--- config.mk ---
export PLATFORM = sky130hd
export DESIGN_NAME = ser_result_port
export DESIGN_NICKNAME = d
export VERILOG_FILES = /design/src/rtl/srp_pkg.sv /design/src/rtl/srp_edge_sync.sv /design/src/rtl/srp_master_clkgen.sv /design/src/rtl/srp_shift_reg.sv /design/src/rtl/ser_result_port.sv
export SDC_FILE = /design/constraint.sdc
export NUM_CORES = 1
export LEC_CHECK = 0
export CAP_MARGIN = 20
export CORE_UTILIZATION = 50
export DETAILED_ROUTE_END_ITERATION = 10
export HOLD_SLACK_MARGIN = 0.1
export PLACE_DENSITY = 0.85
export SETUP_SLACK_MARGIN = 0.2
export SLEW_MARGIN = 30
export SYNTH_ARGS = -nofsm -noshare
export SYNTH_HDL_FRONTEND = slang
export SYNTH_SLANG_ARGS = --single-unit
--- constraint.sdc ---
create_clock -name clk -period 2 [get_ports clk]
set_input_delay 0.4 -clock clk [delete_from_list [all_inputs] [get_ports clk]]
set_output_delay 0.4 -clock clk [all_outputs]
set_load 0.02 [all_outputs]
--- src/rtl/srp_pkg.sv ---
package srp_pkg;

    localparam int WORD_W = 16;

    typedef enum logic {
        ROLE_DRIVE  = 1'b0,
        ROLE_FOLLOW = 1'b1
    } role_e;

    typedef struct packed {
        logic rise;
        logic fall;
        logic data;
    } edge_evt_t;

    function automatic logic [WORD_W-1:0] apply_format(
        input logic [WORD_W-1:0] w,
        input logic              straight
    );
        return straight ? w : {~w[WORD_W-1], w[WORD_W-2:0]};
    endfunction

endpackage

--- src/rtl/srp_edge_sync.sv ---
module srp_edge_sync
    import srp_pkg::*;
#(
    parameter int STAGES = 2
) (
    input  logic      clk,
    input  logic      rst,
    input  logic      sclk_raw,
    input  logic      sdin_raw,
    output edge_evt_t evt
);
    logic [STAGES-1:0] ck_q;
    logic [STAGES-1:0] dt_q;
    logic              ck_last;

    always_ff @(posedge clk) begin
        if (rst) begin
            ck_q    <= '0;
            dt_q    <= '0;
            ck_last <= 1'b0;
        end else begin
            ck_q    <= {ck_q[STAGES-2:0], sclk_raw};
            dt_q    <= {dt_q[STAGES-2:0], sdin_raw};
            ck_last <= ck_q[STAGES-1];
        end
    end

    always_comb begin
        evt.rise = ck_q[STAGES-1] & ~ck_last;
        evt.fall = ~ck_q[STAGES-1] & ck_last;
        evt.data = dt_q[STAGES-1];
    end
endmodule

--- src/rtl/srp_master_clkgen.sv ---
module srp_master_clkgen #(
    parameter int DIV_HALF = 2,
    parameter int W        = 16
) (
    input  logic clk,
    input  logic rst,
    input  logic start,
    output logic busy,
    output logic phase,
    output logic shift_now
);
    localparam int HC_W = (DIV_HALF > 1) ? $clog2(DIV_HALF) : 1;
    localparam int BC_W = $clog2(W);

    logic [HC_W-1:0] hc;
    logic [BC_W-1:0] bc;
    logic            half_done;

    assign half_done = (hc == HC_W'(DIV_HALF - 1));
    assign shift_now = busy & half_done & phase;

    always_ff @(posedge clk) begin
        if (rst) begin
            busy  <= 1'b0;
            phase <= 1'b0;
            hc    <= '0;
            bc    <= '0;
        end else if (start) begin
            busy  <= 1'b1;
            phase <= 1'b0;
            hc    <= '0;
            bc    <= '0;
        end else if (busy) begin
            if (half_done) begin
                hc    <= '0;
                phase <= ~phase;
                if (phase) begin
                    if (bc == BC_W'(W - 1)) busy <= 1'b0;
                    else                    bc   <= bc + 1'b1;
                end
            end else begin
                hc <= hc + 1'b1;
            end
        end
    end
endmodule

--- src/rtl/srp_shift_reg.sv ---
module srp_shift_reg #(
    parameter int W = 16
) (
    input  logic         clk,
    input  logic         rst,
    input  logic         load,
    input  logic [W-1:0] load_val,
    input  logic         shift,
    input  logic         fill,
    input  logic         fill_bit,
    input  logic         follow,
    output logic         msb,
    output logic         rd_err
);
    localparam int CNT_W = $clog2(W + 1);

    logic [W-1:0]     sr;
    logic [CNT_W-1:0] cnt;
    logic             in_progress;

    assign in_progress = (cnt != '0) && (cnt < CNT_W'(W));
    assign msb         = sr[W-1];

    always_ff @(posedge clk) begin
        if (rst) begin
            sr     <= '0;
            cnt    <= '0;
            rd_err <= 1'b0;
        end else begin
            rd_err <= load & follow & in_progress;
            if (load) begin
                sr  <= load_val;
                cnt <= '0;
            end else if (shift) begin
                sr <= {sr[W-2:0], 1'b0};
                if (cnt != CNT_W'(W)) cnt <= cnt + 1'b1;
            end else if (fill && cnt != '0) begin
                sr[0] <= fill_bit;
            end
        end
    end
endmodule

--- src/rtl/ser_result_port.sv ---
module ser_result_port
    import srp_pkg::*;
#(
    parameter int DIV_HALF    = 2,
    parameter int SYNC_STAGES = 2
) (
    input  logic              clk,
    input  logic              rst,
    input  logic [WORD_W-1:0] res_word,
    input  logic              res_valid,
    input  logic              conv_start,
    input  logic              cs_n,
    input  logic              rd_n,
    input  logic              fmt_binary,
    input  logic              clk_ext,
    input  logic              sync_inv,
    input  logic              sclk_inv,
    input  logic              rd_during,
    input  logic              sdin,
    input  logic              sclk_in,
    output logic              sclk_out,
    output logic              sclk_oe,
    output logic              sync_out,
    output logic              sync_oe,
    output logic              sdout,
    output logic              sdout_oe,
    output logic              rd_err
);
    role_e     role;
    logic      enabled;
    edge_evt_t evt;
    logic      m_start, m_busy, m_phase, m_shift;
    logic      s_launch, s_sample;
    logic      do_shift;

    assign role    = role_e'(clk_ext);
    assign enabled = ~(cs_n | rd_n);

    srp_edge_sync #(.STAGES(SYNC_STAGES)) sync_i (
        .clk      (clk),
        .rst      (rst),
        .sclk_raw (sclk_in),
        .sdin_raw (sdin),
        .evt      (evt)
    );

    assign m_start = (role == ROLE_DRIVE) & (rd_during ? conv_start : res_valid);

    srp_master_clkgen #(.DIV_HALF(DIV_HALF), .W(WORD_W)) gen_i (
        .clk       (clk),
        .rst       (rst),
        .start     (m_start),
        .busy      (m_busy),
        .phase     (m_phase),
        .shift_now (m_shift)
    );

    assign s_launch = (role == ROLE_FOLLOW) & enabled & (sclk_inv ? evt.fall : evt.rise);
    assign s_sample = (role == ROLE_FOLLOW) & enabled & (sclk_inv ? evt.rise : evt.fall);
    assign do_shift = (role == ROLE_DRIVE) ? m_shift : s_launch;

    srp_shift_reg #(.W(WORD_W)) sr_i (
        .clk      (clk),
        .rst      (rst),
        .load     (res_valid),
        .load_val (apply_format(res_word, fmt_binary)),
        .shift    (do_shift),
        .fill     (s_sample),
        .fill_bit (evt.data),
        .follow   (role == ROLE_FOLLOW),
        .msb      (sdout),
        .rd_err   (rd_err)
    );

    assign sclk_out = m_phase ^ sclk_inv;
    assign sync_out = ((role == ROLE_DRIVE) & m_busy) ^ sync_inv;
    assign sclk_oe  = enabled & (role == ROLE_DRIVE);
    assign sync_oe  = enabled & (role == ROLE_DRIVE);
    assign sdout_oe = enabled;
endmodule

# After elaboration in Yosys (flattened, before gate mapping)
# Index checks and enable logic that the tools add are counted.
[word_totals] ff_bits=34 in_bits=29 out_inout_bits=7 wordCells=64
[op_classes] addsub=3 magnitude_cmp=1 eq_ne=2 mux=15 bitwise=22 n_reduce_logical=10
[op_table] cell="16-bit two-way mux" count=2
[op_table] cell="15-bit two-way mux" count=1
[op_table] cell="1-bit bitwise AND" count=12
[op_table] cell="1-bit two-way mux" count=12
[op_table] cell="1-bit NOT" count=7
[op_table] cell="5-bit by 1-bit adder with 5-bit output, second input constant" count=1
[op_table] cell="5-bit less-than comparator, second input constant" count=1
[op_table] cell="5-bit inequality test, second input constant" count=1
[op_table] cell="5-bit nonzero test" count=1
[op_table] cell="4-bit by 1-bit adder with 4-bit output, second input constant" count=1
[op_table] cell="4-bit equality test, second input constant" count=1
[op_table] cell="2-bit AND reduction" count=2
[op_table] cell="4-bit AND reduction" count=1
[op_table] cell="2-bit OR reduction" count=2
[op_table] cell="3-bit nonzero test" count=1
[op_table] cell="1-bit logical AND" count=2
[op_table] cell="2-bit nonzero test" count=1
[op_table] cell="1-bit bitwise XOR" count=2
[op_table] cell="1-bit adder, second input constant" count=1
[op_table] cell="1-bit bitwise OR" count=1

# Logic depth before layout (Yosys ltp)
# Gate-level depths: netlist of the first run.
[logic_depth] ltp_word=8 ltp_mapped=6 mapped_depth_nobuf=6

# By module
# Synthesis of the first run repeated with hierarchy kept, for this count alone.
[hier_totals] hier_cells=170 area_unflattened_um2=1654.1
[modules_own_cells] mod="srp_shift_reg" n_inst=1 cells_each=107 area_per_inst_um2=1079.8 seq_area_each_um2=440.4
[modules_own_cells] mod="srp_master_clkgen" n_inst=1 cells_each=35 area_per_inst_um2=317.8 seq_area_each_um2=140.1
[modules_own_cells] mod="srp_edge_sync" n_inst=1 cells_each=13 area_per_inst_um2=151.4 seq_area_each_um2=100.1
[modules_own_cells] mod="ser_result_port" n_inst=1 cells_each=15 area_per_inst_um2=105.1 seq_area_each_um2=0.0

# Worst setup path after synthesis of the first run
# OpenSTA, ideal clock, no wires.
[synth_path] path_type="in2out" start="input port clk_ext" end="output port sync_oe" arrival_ps=1205 required_ps=1600 path_slack_ps=395 cell_stages=2 n_path_buf=1 cell_sequence="nor3_1 -> buf_4"
[synth_between] elab_chain_len=2
[synth_lines] item="start: declaration" line="ser_result_port.sv:15" source="input logic clk_ext,"
[synth_lines] item="1-bit NOT" line="ser_result_port.sv:78" source="assign sync_oe = enabled & (role == ROLE_DRIVE);"
[synth_lines] item="1-bit bitwise AND" line="ser_result_port.sv:78"
[synth_lines] item="end: declaration" line="ser_result_port.sv:24" source="output logic sync_oe,"
# Every way passes these cells.

# Final worst setup path of the first run
[layout_path] start="input port sclk_inv" end="output port sclk_out"
[layout_between] elab_chain_len=1
[layout_lines] item="start: declaration" line="ser_result_port.sv:17" source="input logic sclk_inv,"
[layout_lines] item="1-bit bitwise XOR" line="ser_result_port.sv:75" source="assign sclk_out = m_phase ^ sclk_inv;"
[layout_lines] item="end: declaration" line="ser_result_port.sv:21" source="output logic sclk_out,"
# Every way passes these cells.

==> results of run 1 <==
-- cell usage in the layout (no fill, tap or decap), drive strengths merged, types with 3 or more instances in the layout --
cell type,Yosys,routed
dfxtp,34,34
clkdlybuf4s50,0,29
mux2i,22,22
nor3,18,18
a211oi,15,15
buf,6,14
nand2,13,13
nor2,7,7
nor2b,6,6
nand3,5,5
clkbuf,5,5
inv,4,4
xor2,4,4
nand2b,4,4
nor3b,4,4
xnor2,3,3
a21oi,3,3
or3,3,3
ha,3,3
clkdlybuf4s15,0,3
-- layout make-up --
class                           instances  area [um^2]
Inverter                                4        15.01
Fill cell                             282         1091
Clock buffer                            5        37.54
Multi-Input combinational cell        127         1062
Timing Repair Buffer                   47        461.7
Clock inverter                          2        10.01
Tap cell                               46        57.56
Sequential cell                        34        680.7
-- worst paths after layout --
kind | from | to | slack (ns) | cells after the start
max | sclk_inv | sclk_out | 0.25 | 3
min | sync_i.ck_q[0]$_SDFF_PP0_ | sync_i.ck_q[1]$_SDFF_PP0_ | 0.45 | 1
max reg2reg | sr_i.cnt[0]$_SDFFE_PP0P_ | sr_i.sr[0]$_SDFFE_PP0P_ | 0.39 | 6
min reg2reg | sync_i.ck_q[0]$_SDFF_PP0_ | sync_i.ck_q[1]$_SDFF_PP0_ | 0.45 | 1
-- flip-flops by register name (all words and copies together), names as in the netlist --
signal,count
sync_i.ck_last,1
gen_i.busy,1
gen_i.bc,4
sync_i.dt_q,2
gen_i.phase,1
sync_i.ck_q,2
sr_i.rd_err,1
gen_i.half_done,1
sr_i.cnt,5
sr_i.sr,16
-- layer usage --
metal	routed length (um)	vias up	GRT usage (%)
met2	1856	42	36.13
li1	-	720	-
met3	193	12	5.147
met1	1499	668	21.68
met5	0	-	0
met4	110	0	12.79
-- report_power, final --
group          internal, mW  switching [mW]
logic                 0.138           0.110
clock network         0.126           0.228
registers             0.709          0.0208
-- timing repair --
| action | CTS | global route |
|---|---|---|
| hold buffers | 0 | 0 |
| gates resized for setup | 20 | 2 |
| buffers inserted | 0 | 2 |
| pin swaps | 0 | 1 |
| setup endpoints to repair | 5 | 12 |
-- through the flow --
stage,TNS (ns),setup slack [ns]
4_1_cts,0,0.2122
3_5_place_dp,-2.107,-0.1927
6_report,0,0.2541
2_1_floorplan,0,0.3948
3_3_place_gp,-0.5729,-0.1499
5_1_grt,0,0.2063
-- logic make-up (layout without fill, tap and decap cells) --
kind of cell             after synthesis  in the layout  synth area share (%)
XOR/XNOR                               7              7                 3.368
flip-flops                            34             34                 37.39
multiplexers                          22             22                 12.10
buffers and inverters                 15             58                 4.535
adder cells (fa/ha/maj)                3              3                 2.062
AO/OA/AOI/OAI                         28             28                 15.46
AND/OR/NAND/NOR                       67             67                 25.09
==> flow_metrics.tcl, run 1 <==
set metrics [dict create \
    status "complete, no violations" \
    die_h_um 62.34 \
    drive_gt1_share_pct 26.03 \
    synth_common_cells "dfxtp_1, mux2i_1, nand2_1, a211oi_2, nor3_2" \
    hold_viol 0 \
    drc_errors 0 \
    dp_cells 256 \
    worstPathMaxFanout 2 \
    hp-class "flip-flop to flip-flop" \
    clockRootBuffer "clkbuf_4" \
    synth.yosys.seq_area_share_pct 37.39 \
    ys_warn_count 0 \
    rsz0062_at_grt "no" \
    final_util_pct 68.06 \
    crit_path_max_incr_delay_ns 0.51 \
    synth_area_leader_cell "dfxtp_1" \
    place_congestion 0.7341 \
    clockBufferDepth 2 \
    crit_slowest_cell "clkdlybuf4s50_1" \
    critPathBufInv 2 \
    grt_overflow_total 0 \
    synth.distinct_cells 43 \
    core_area_mm2 0.003416 \
    port-buffer-count 35 \
    cp_data_arrival_time_ns 1.35 \
    cts_tree "done" \
    worstPathCellList "clkdlybuf4s50_1, xor2_1, clkdlybuf4s15_2" \
    postSynthCellCount 176 \
    synth_area_mm2 0.001820 \
    synth_top_area_share_pct 37.39 \
    path_clk_slew_ns 0.10 \
    start_util_pct 53.30 \
    syn_to_final_growth_pct 27.70 \
    slew_viol_final 0 \
    dpl-instance-area_mm2 0.002261 \
    h-tree-depth 2 \
    fin_area_mm2 0.002325 \
    grt_antenna_before_repair 0 \
    syn-num-nets 208 \
    grt_first_pass_wirelength_mm 6.258 \
    dieArea_mm2 0.003886 \
    grt_max_degree 22 \
    relSlewSlack_pct 64.49 \
    wl_mm 3.661 \
    finalPower_mw 1.332 \
    syn_avg_cell_area_um2 10.34 \
    leakage_nw 0.9191 \
    ys_ff_latch 34 \
    start_kind "input pin" \
    diodes 0 \
    holdWs_ns 0.4505 \
    cap_violations 0 \
    io_pins 36 \
    ys_async_sr_fraction_pct 0 \
    ant_nets 0 \
    worst_pin_slew_ns 0.5314 \
    drtIter0Drc 74 \
    grt_usage_pct 20.47 \
    cts.sinks 34 \
    insertion_delay_ns 0.35 \
    die_width_um 62.34 \
    wl_per_cell_um 13.82 \
    synth_ff_type "dfxtp_1" \
    path_delay_family "buffers and inverters" \
    core.rowCount 21 \
    stdcell_count 265 \
    vias 1442 \
    setup_viol 0 \
    synth_area_leaders "dfxtp_1, mux2i_1, a211oi_2" \
    viasPerCell 5.442 \
    path_class "input pin to primary output" \
    irDropWorstVdd_mv 0.3829 \
    skew_ns 0.01398 \
    fmax_ghz 0.5728 \
    powerDensity_mw_per_mm2 573.0 \
    end_kind "primary output" \
    first_pass_iters 4 \
    grt_pass1_vias 1502 \
    synth.most_common_cell "dfxtp_1" \
    cp.required_ns 1.60 \
    numCtsBuffers 5 \
    synth_edf_count 0 \
    hpwl_mm 2.691 \
    period_minus_slack_ns 1.746 \
    fin_nets 251 \
    post-route-period-util_pct 87.29 \
]
No activity file was read; power rests on OpenSTA's default activity.
==> inputs of run 2 (changes only) <==
Settings changed: CELL_PAD_IN_SITES_DETAIL_PLACEMENT set to 0, CELL_PAD_IN_SITES_GLOBAL_PLACEMENT set to 1, CORE_UTILIZATION 50 to 39, GPL_ROUTABILITY_DRIVEN set to 0.
==> run 2 against run 1 <==
  * Clock power rose by 55%
  * Non-clock buffer count rose by 6
  * Critical path depth rose by 4
  * Via count barely moved
  * Design area rose by 5.0%
  * Worst setup slack improved by 0.030 ns
  * Die area rose by 27%
  * Maximum frequency rose by 1.8%
  * Cell count rose by 4.9%
  * Sequential share of layout area fell by 1.4 points
  * Highest routed layer unchanged
==> flow_metrics.tcl, run 2 (synthesis gave the netlist of run 1 again) <==
set metrics [dict create \
    hold_viol 0 \
    multi_input_area_mm2 0.001079 \
    port-buffer-count 35 \
    powerDensity_mw_per_mm2 629.0 \
    die_h_um 70.32 \
    period_minus_slack_ns 1.716 \
    core_area_mm2 0.004414 \
    path_clk_slew_ns 0.06 \
    seqCellArea_um2 680.7 \
    cp_data_arrival_time_ns 1.92 \
    top_regs "sr_i.sr x16, sr_i.cnt x5, gen_i.bc x4" \
    insertion_delay_ns 0.30 \
    grt_antenna_before_repair 0 \
    drc_errors 0 \
    post-place-ws_ns -0.2057 \
    start_kind "input pin" \
    dieArea_mm2 0.004945 \
    drtIter0Drc 56 \
    status "complete, no violations" \
    internal-power_mw 1.127 \
    largest_reg_flops 16 \
    power_switching_uw 407.4 \
    grt_use_met1_pct 20.76 \
    worst_slack_ns 0.2845 \
    final_cell_mix "dfxtp_1, clkdlybuf4s50_1, mux2i_1" \
    grt_first_pass_wirelength_mm 6.223 \
    worst_pin_slew_ns 0.5221 \
    dp_cells 266 \
    die_width_um 70.32 \
    p_clk_share_pct 35.7 \
    io_pins 36 \
    crit_slowest_cell "clkdlybuf4s50_1" \
    path_class "input pin to flip-flop" \
    core.rowCount 24 \
    h-tree-depth 2 \
    worstPathCellList "clkdlybuf4s50_1, buf_4, and3b_4, o21ai_4, buf_4, nand2_4, a211oi_2" \
    final_common_cell "dfxtp_1" \
    hp-class "flip-flop to flip-flop" \
    wl_mm 3.846 \
    fin_nets 257 \
    hpwl_mm 2.621 \
    grt.busiest_layer "met2" \
    largest_register "sr_i.sr" \
    vias 1441 \
    grt_overflow_total 0 \
    post-route-period-util_pct 85.78 \
    grt_use_met3_pct 5.195 \
    clockRootBuffer "clkbuf_8" \
    wl_per_cell_um 13.83 \
    first_pass_iters 4 \
    start_util_pct 41.24 \
    syn_to_final_growth_pct 34.02 \
    worstPathMaxFanout 15 \
    dpl-instance-area_mm2 0.002298 \
    drive_gt1_share_pct 29.20 \
    comb_power_share_pct 16.7 \
    viasPerCell 5.183 \
    irDropWorstVdd_mv 0.3657 \
    slew_viol_final 0 \
    cts-hold-fix-buffers 0 \
    crit_top_cell "buf_4" \
    rsz0062_at_grt "no" \
    fillerInstances 403 \
    setup_viol 0 \
    path_delay_family "buffers and inverters" \
    critPathBufInv 3 \
    ant_nets 0 \
    numCtsBuffers 5 \
    cts_tree "done" \
    leakage_nw 0.9840 \
    stdcell_count 278 \
    swShare_pct 26.55 \
    grt_usage_pct 16.43 \
    fmax_ghz 0.5829 \
    grt_pass1_vias 1264 \
    cts.sinks 34 \
    clockBufferDepth 2 \
    diodes 0 \
    crit_path_max_incr_delay_ns 0.44 \
    end_kind "flip-flop" \
    skew_ns 0.01290 \
    relSlewSlack_pct 65.12 \
    p_seq_share_pct 47.7 \
    grt_max_degree 16 \
    cp.required_ns 2.21 \
    cap_violations 0 \
    met2_usage_pct 24.76 \
    rrSetupSlack_ns 0.45 \
    fin_area_mm2 0.002440 \
]
## run 2: changes by cell type in the layout (fill, tap and decap cells not counted), sizes merged
cell / change
clkbuf: +4
clkdlybuf4s50: -2
clkinvlp: +1
clkinv: -1
buf: +4
dlymetal6s2s: +2
clkdlybuf4s15: -1
## run 2: path summary, 6_finish.rpt
check | startpoint | end | depth (start not counted)
worst max register to register | sr_i.cnt[0]$_SDFFE_PP0P_ | sr_i.sr[0]$_SDFFE_PP0P_ | 6
worst min register to register | sync_i.ck_q[0]$_SDFF_PP0_ | sync_i.ck_q[1]$_SDFF_PP0_ | 1
worst min-delay path | sync_i.ck_q[0]$_SDFF_PP0_ | sync_i.ck_q[1]$_SDFF_PP0_ | 1
worst max-delay path | sclk_inv | sr_i.sr[12]$_SDFFE_PP0P_ | 7
## run 2: timing repair
item                                    CTS  global route
resized for setup                        12            12
pin swaps                                 0             4
endpoints found under the setup margin    5            24
setup buffers                             0             4
## run 2: area by class of cell
class / instances / share of cell area [%]
well taps: 52 / 2.667
repair buffers: 53 / 20.72
multi-input cells: 127 / 44.20
clock inverters: 2 / 0.5128
flip-flops and latches: 34 / 27.90
inverters: 4 / 0.6154
clock buffers: 6 / 3.385
## run 2: metal layers
metal / routed length [um] / vias up / share of wire (%)
li1: - / 739 / -
met1: 1857 / 657 / 48
met2: 1705 / 37 / 44
met3: 198 / 8 / 5.1
met4: 83 / 0 / 2.2
met5: 0 / - / 0
## run 2: power groups by stage
stage | logic (mW) | registers, mW | clock network (mW)
after floorplan | 0.141 | 0.745 | 0
after global placement | 0.253 | 0.745 | 0
after detailed placement | 0.256 | 0.746 | 0
after CTS | 0.255 | 0.731 | 0.563
after global routing | 0.276 | 0.736 | 0.592
final | 0.256 | 0.732 | 0.547
## run 2: per-stage QoR
step                TNS, ns  hold WS [ns]  util (%)  total power, mW
floorplan                 0        0.4138         -           0.8865
global placement    -0.7587        0.4175     52.07           0.9973
detailed placement   -1.521        0.4292     52.07            1.002
CTS                       0        0.4449     54.34            1.549
global route              0        0.4596     55.27            1.605
finish                    0        0.4401     55.27            1.535
==> inputs of run 3 (changes only) <==
Settings changed: SLEW_MARGIN 30 to 20.
==> results of run 3 <==
Same layout as run 2: the final DEF is identical, and so are final timing and power.
